<file path="config.mk">
export PLATFORM = sky130hd
export DESIGN_NAME = irq_arbiter
export DESIGN_NICKNAME = d
export VERILOG_FILES = /design/src/rtl/irq_arbiter.sv
export SDC_FILE = /design/constraint.sdc
export NUM_CORES = 1
export LEC_CHECK = 0
export ABC_AREA = 1
export BUFFER_PORTS_ARGS = -buffer_cell sky130_fd_sc_hd__buf_2
export CORE_ASPECT_RATIO = 1.75
export CORE_UTILIZATION = 29
export DETAILED_ROUTE_END_ITERATION = 8
export PLACE_DENSITY = 0.56
export SLEW_MARGIN = 20
export SYNTH_ARGS = -nofsm -noshare
export SYNTH_HDL_FRONTEND = slang
export SYNTH_SLANG_ARGS = --single-unit
</file>
<file path="constraint.sdc">
create_clock -name clk -period 0.9 [get_ports clk]
set_input_delay 0.09 -clock clk [delete_from_list [all_inputs] [get_ports clk]]
set_output_delay 0.09 -clock clk [all_outputs]
set_load 0.03 [all_outputs]
</file>
<file path="src/rtl/irq_arbiter.sv">
module irq_arbiter #(
  parameter int VW = 16,
  parameter logic [VW-1:0] TRAP_VEC = 'h0024,
  parameter logic [VW-1:0] E_VEC    = 'h003C,
  parameter logic [VW-1:0] A_VEC    = 'h0034,
  parameter logic [VW-1:0] B_VEC    = 'h002C
) (
  input  logic          clk,
  input  logic          rst_n,
  input  logic          nmi_in,
  input  logic          edge_in,
  input  logic          lvl_a_in,
  input  logic          lvl_b_in,
  input  logic          gen_in,
  input  logic          en_cmd,
  input  logic          dis_cmd,
  input  logic          mask_cmd,
  input  logic [4:0]    mask_d,
  input  logic          boundary,
  input  logic          ack,
  output logic          irq_valid,
  output logic [2:0]    irq_src,
  output logic [VW-1:0] irq_vec,
  output logic          irq_ext,
  output logic [6:0]    irq_status
);
  localparam logic [2:0] S_NMI = 3'd0, S_EDGE = 3'd1, S_A = 3'd2, S_B = 3'd3, S_GEN = 3'd4;

  logic       nmi_q, edge_q, nmi_lat, edge_lat, ie, valid_q;
  logic [2:0] mask, src_q, win_src;
  logic       win;

  wire nmi_rise  = nmi_in & ~nmi_q;
  wire edge_rise = edge_in & ~edge_q;
  wire ack_hit   = valid_q & ack;
  wire clr_nmi   = ack_hit & (src_q == S_NMI);
  wire clr_edge  = (ack_hit & (src_q == S_EDGE)) | (mask_cmd & mask_d[4]);

  wire go_nmi  = nmi_lat & nmi_in;
  wire go_edge = edge_lat & ~mask[2] & ie;
  wire go_a    = lvl_a_in & ~mask[1] & ie;
  wire go_b    = lvl_b_in & ~mask[0] & ie;
  wire go_gen  = gen_in & ie;

  always_comb begin
    win = 1'b1;
    if (go_nmi)       win_src = S_NMI;
    else if (go_edge) win_src = S_EDGE;
    else if (go_a)    win_src = S_A;
    else if (go_b)    win_src = S_B;
    else if (go_gen)  win_src = S_GEN;
    else begin
      win     = 1'b0;
      win_src = S_NMI;
    end
  end

  always_ff @(posedge clk or negedge rst_n) begin
    if (!rst_n) begin
      nmi_q    <= 1'b0;
      edge_q   <= 1'b0;
      nmi_lat  <= 1'b0;
      edge_lat <= 1'b0;
      ie       <= 1'b0;
      mask     <= 3'b111;
      valid_q  <= 1'b0;
      src_q    <= S_NMI;
    end else begin
      nmi_q  <= nmi_in;
      edge_q <= edge_in;

      if (nmi_rise)     nmi_lat <= 1'b1;
      else if (clr_nmi) nmi_lat <= 1'b0;

      if (edge_rise)     edge_lat <= 1'b1;
      else if (clr_edge) edge_lat <= 1'b0;

      if (ack_hit || dis_cmd) ie <= 1'b0;
      else if (en_cmd)        ie <= 1'b1;

      if (mask_cmd && mask_d[3]) mask <= mask_d[2:0];

      if (ack_hit) valid_q <= 1'b0;
      else if (!valid_q && boundary && win) begin
        valid_q <= 1'b1;
        src_q   <= win_src;
      end
    end
  end

  always_comb begin
    case (src_q)
      S_NMI:   irq_vec = TRAP_VEC;
      S_EDGE:  irq_vec = E_VEC;
      S_A:     irq_vec = A_VEC;
      S_B:     irq_vec = B_VEC;
      default: irq_vec = '0;
    endcase
    if (!valid_q) irq_vec = '0;
  end

  assign irq_valid  = valid_q;
  assign irq_src    = src_q;
  assign irq_ext    = valid_q & (src_q == S_GEN);
  assign irq_status = {edge_lat, lvl_a_in, lvl_b_in, ie, mask};
endmodule

</file>
=== Word-level counts from Yosys, hierarchy flattened ===
Index checks and enable logic that the tools add are counted.

* Input bits: 17
* Output and inout bits: 28
* Word-level logic and storage cells: 65
* Flip-flop bits (word level): 12

* Equality and inequality tests: 4
* Bitwise gates (word level): 22
* Reduce and logical (&&, ||, !) cells: 11
* Muxes and demuxes: 20

{| class="wikitable"
|+ Operators with widths
! operator !! number
|-
| $pmux W6 S4 || 1
|-
| $mux W16 || 1
|-
| $and A1 B1 Y1 || 15
|-
| $mux W3 || 5
|-
| $mux W1 || 13
|-
| $reduce_bool A2 Y1 || 4
|-
| $eq A3 B2 Y1 const B || 2
|-
| $not A1 Y1 || 6
|-
| $eq A3 B1 Y1 const B || 1
|-
| $eq A3 B3 Y1 const B || 1
|-
| $logic_and A1 B1 Y1 || 3
|-
| $logic_not A3 Y1 || 1
|-
| $reduce_and A2 Y1 || 1
|-
| $logic_not A1 Y1 || 1
|-
| $logic_or A1 B1 Y1 || 1
|-
| $or A1 B1 Y1 || 1
|}

=== Longest topological paths before layout ===
* Depth after elaboration: 10
* Depth in mapped cells: 7
* Mapped depth without buffers: 7

=== Worst setup path after synthesis ===
No wires, ideal clock.

* Path kind: reg-to-output
* Start point: reg valid_q, in the netlist irq_valid
* End point: out irq_vec[4]
* Cell stages (with the launch flop): 5
* Data arrival time: 1698 ps
* Data required time: 810 ps
* Path buffers: 0
* Slack: -888 ps
* Cells stage by stage: dfrtp_1 > inv_2 > nor2_1 > nand2_1 > a21oi_1

* Cells in the longest elaborated chain, start to end: 1

{| class="wikitable"
|+ Ends and longest elaborated chain
! what !! line !! source
|-
| from (decl) || 29 || <nowiki>logic nmi_q, edge_q, nmi_lat, edge_lat, ie, valid_q;</nowiki>
|-
| from (signal assigned) || 66 || <nowiki>valid_q <= 1'b0;</nowiki>
|-
| from (signal assigned) || 83 || <nowiki>if (ack_hit) valid_q <= 1'b0;</nowiki>
|-
| from (signal assigned) || 85 || <nowiki>valid_q <= 1'b1;</nowiki>
|-
| $mux W16 || 99 || <nowiki>if (!valid_q) irq_vec = '0;</nowiki>
|-
| to (decl) || 23 || <nowiki>output logic [VW-1:0] irq_vec,</nowiki>
|}

No other way between the ends.

=== Worst setup path after layout ===
* Start point: reg src_q[0], in the netlist irq_src[0]
* End point: out irq_ext

* Cells in the longest elaborated chain, start to end: 2

{| class="wikitable"
|+ Ends and longest elaborated chain
! what !! line !! source
|-
| from (decl) || 30 || <nowiki>logic [2:0] mask, src_q, win_src;</nowiki>
|-
| from (signal assigned) || 86 || <nowiki>src_q <= win_src;</nowiki>
|-
| $eq A3 B3 Y1 || 104 || <nowiki>assign irq_ext = valid_q & (src_q == S_GEN);</nowiki>
|-
| $and A1 B1 Y1 || 104 ||
|-
| to (decl) || 24 || <nowiki>output logic irq_ext,</nowiki>
|}

No other way between the ends.

==> metrics.md <==
| Metric | Value |
|---|---|
| Yosys reg bits | 12 |
| Async S/R FF share, synth | 1.00 |
| Lkg Pwr | 0.699 nW |
| Failing checks | negative setup slack |
| WHS Endpoint | mask[2] |
| Sequential Power Share | 0.273 |
| Detailed Place HPWL | 1460 microns |
| CTS tree | built |
| Clock share of power | 0.181 |
| GRT Overall Usage | 0.162 |
| Placed insts | 161 |
| Pin count of the biggest net entering global routing | 13 |
| Htree depth | 1 |
| Critical path startpoint category | flip-flop |
| Critical Path Fanout Max | 4 |
| Total routed wirelength | 1980 microns |
| Nets@finish | 171 |
| Int Power | 1.69 mW |
| Switching Share | 0.395 |
| RR Startpoint | irq_valid |
| Vias per cell | 4.33 |
| Dominant cell type by area after synthesis | dfrtp_1 |
| Final ANT Viol Nets | 0 |
| CTS buffer count | 3 |
| Hold Startpoint | mask_d[2] |
| Ant. Diodes | 0 |
| PD cells | 2060 mW/mm^2 |
| Non-Filler Instances | 178 |
| Reg clk slew, reported paths | 50 ps |
| Critical Path AT | 1140 ps |
| Number of global-route vias before repair | 729 |
| Clk Tree Root Cell | clkbuf_8 |
| Initial antenna violation count | 0 |
| Top_reg_cell synth | dfrtp_1 |
| Crit-path max cell delay | 430 ps |
| Share of cells above drive strength 1 | 0.641 |
| Syn avg cell area | 7.89 sq um |
| Switch Pwr | 1.10 mW |
| R2R depth | 7 |
| Worst-path cell chain | inv_2 -> nand2_4 -> nor3_4 -> buf_6 |
| Global route overflow | 0 |
| Yosys Warn Count | 0 |
| CP top delay family | flip-flops |
| Share of the synthesized area in the top cell type | 0.304 |
| CP Class | flip-flop to primary output |
| Post-synth EDFFs | 0 |
| Buffers plus inverters on the worst setup path | 2 |
| GPL Wtd Cong | 0.797 |
| Initial DRC Count | 12 |
| Synthesis-to-finish area growth | 82.5% |
| Cells after synthesis | 94 |
| Status | complete, but fails checks |
| Drt first pass iters | 4 |
| Combinational Power Share | 0.546 |
| Die Width | 40.2 microns |
| Final WS setup | -326 ps |
| Slowest cell on crit path | dfrtp_2 |
| First-pass GRT wire length | 2950 microns |
| Die area | 0.00277 sq mm |
| Setup Viol. Count Final | 22 |
| Top-level port count | 45 |
| HP Class | primary input to flip-flop |
| Synth cell count leaders | nand2_1 (20), buf_4 (17), inv_1 (11) |
| Max Cap Viol | 0 |
| Latest clock arrival within the worst-skew pair | 240 ps |
| Wire per inst | 11.1 microns |
| Initial core utilization | 0.314 |
| Fin. max-slew vios | 0 |
| Synth cell types | 20 |
| Vias post-DR | 770 |
| Max VDD drop | 1.11 mV |
| Final hold violation count | 0 |
| Area of the multi-input gates | 418 sq um |
| FF-to-FF End | irq_src[0] |
| Row count | 23 |
| Fmax | 0.816 GHz |
| Die Height | 68.9 microns |
| TritonCTS Sinks | 12 |
| Critical path data required time | 810 ps |
| Tot Pwr | 2.80 mW |
| IO buf count | 32 |
| Levels on crit path | 4 |
| Ratio of final minimum period to clock period | 1.36 |
| Setup Skew | 7.56 ps |
| Sequential share of the synthesized area | 0.410 |
| Hold Path Depth | 2 |
| Synthesized cell area | 742 sq um |
| Core Box Area | 0.00236 sq mm |
| Count leader, synth | nand2_1 |
| Tmin final | 1230 ps |
| Fillers | 225 |
| Reg-to-reg slack, setup | -280 ps |
| Crit path from | irq_src[0] |
| Deepest clock path buffer count | 2 |
| RSZ-0062 raised after global routing | yes |
| Register area | 310 sq um |
| Largest cells by area after synthesis | dfrtp_1 (30%), buf_4 (17%), dfstp_2 (11%), nand2_1 (10%), inv_1 (5.6%) |
| Worst Setup End Kind | primary output |
| Residual DRC | 0 |
[cell type report]
class                           count  area share
Timing Repair Buffer               61       0.371
Inverter                           12      0.0351
Sequential cell                    12       0.229
Multi-Input combinational cell     64       0.309
Clock buffer                        4      0.0333
Tap cell                           25      0.0231
[sequential cells by signal, indices dropped and copies added, names as in the netlist]
name and count:
mask 3, irq_src 3, ie 1, edge_q 1
nmi_lat 1, edge_lat 1, irq_valid 1, nmi_q 1
[stage by stage]
step | TNS, ps | utilization | worst slack (ps) | cell area, sq um | hold slack, ps
finish | -4080 | 0.574 | -326 | 1350 | 54.6
global route | -4940 | 0.574 | -378 | 1350 | 58.8
CTS | -3470 | 0.536 | -330 | 1260 | 55.1
detailed placement | -1440 | 0.432 | -222 | 1020 | -13.9
global placement | -1230 | 0.432 | -192 | 1020 | -17.5
floorplan | -2050 | - | -302 | 836 | -206
[placed cells by master (no fill, tap or decap), drive strengths merged]
| cell | instances |
|---|---|
| a21oi | 3 |
| buf | 57 |
| clkbuf | 4 |
| conb | 12 |
| dfrtp | 9 |
| dfstp | 3 |
| dlygate4sd3 | 4 |
| inv | 12 |
| mux2 | 1 |
| nand2 | 22 |
| nand3 | 4 |
| nand3b | 1 |
| nand4 | 2 |
| nor2 | 11 |
| nor3 | 3 |
| nor3b | 1 |
| o211ai | 1 |
| o21ai | 2 |
| o22ai | 1 |
[timing repair]
action	CTS	global route
pin swaps	8	2
buffers inserted	3	8
setup endpoints to repair	23	23
endpoints found under the hold margin	15	0
gates resized for setup	44	14
hold buffers	4	0
[worst max path at each step]
stage                  to  slack [ps]
2_1_floorplan  irq_vec[4]        -300
3_3_place_gp   irq_src[2]        -190
3_5_place_dp    irq_valid        -220
4_1_cts        irq_vec[4]        -330
5_1_grt        irq_vec[4]        -380
6_report          irq_ext        -330
[power by group through the flow]
stage / clock (mW) / sequential [mW] / combinational [mW]
6_report: 0.507 / 0.763 / 1.53
5_1_grt: 0.543 / 0.776 / 1.64
4_1_cts: 0.518 / 0.768 / 1.38
3_5_place_dp: 0 / 0.762 / 1.10
3_3_place_gp: 0 / 0.758 / 1.08
2_1_floorplan: 0 / 0.879 / 0.626
[per-layer routing]
metal	track usage	part of all wire
met5	0	0
met4	0.100	0.024
met3	0.0288	0.040
met2	0.313	0.62
met1	0.138	0.31
[worst reg2reg max path: stages, from the launching register on]
cell,delay (ps)
dfrtp_2,430
buf_4,140
buf_6,120
nor2_4,100
buf_6,120
nand2_4,60
nand2_2,50
nand2_1,50
[cell families after synthesis]
group           count (synthesis)  synth area share
compound gates                  7            0.0523
buf+inv                        29             0.233
flops                          12             0.410
mux                             1            0.0152
other cells                     1           0.00505
simple gates                   44             0.285
No activity file was read; power rests on OpenSTA's default activity.
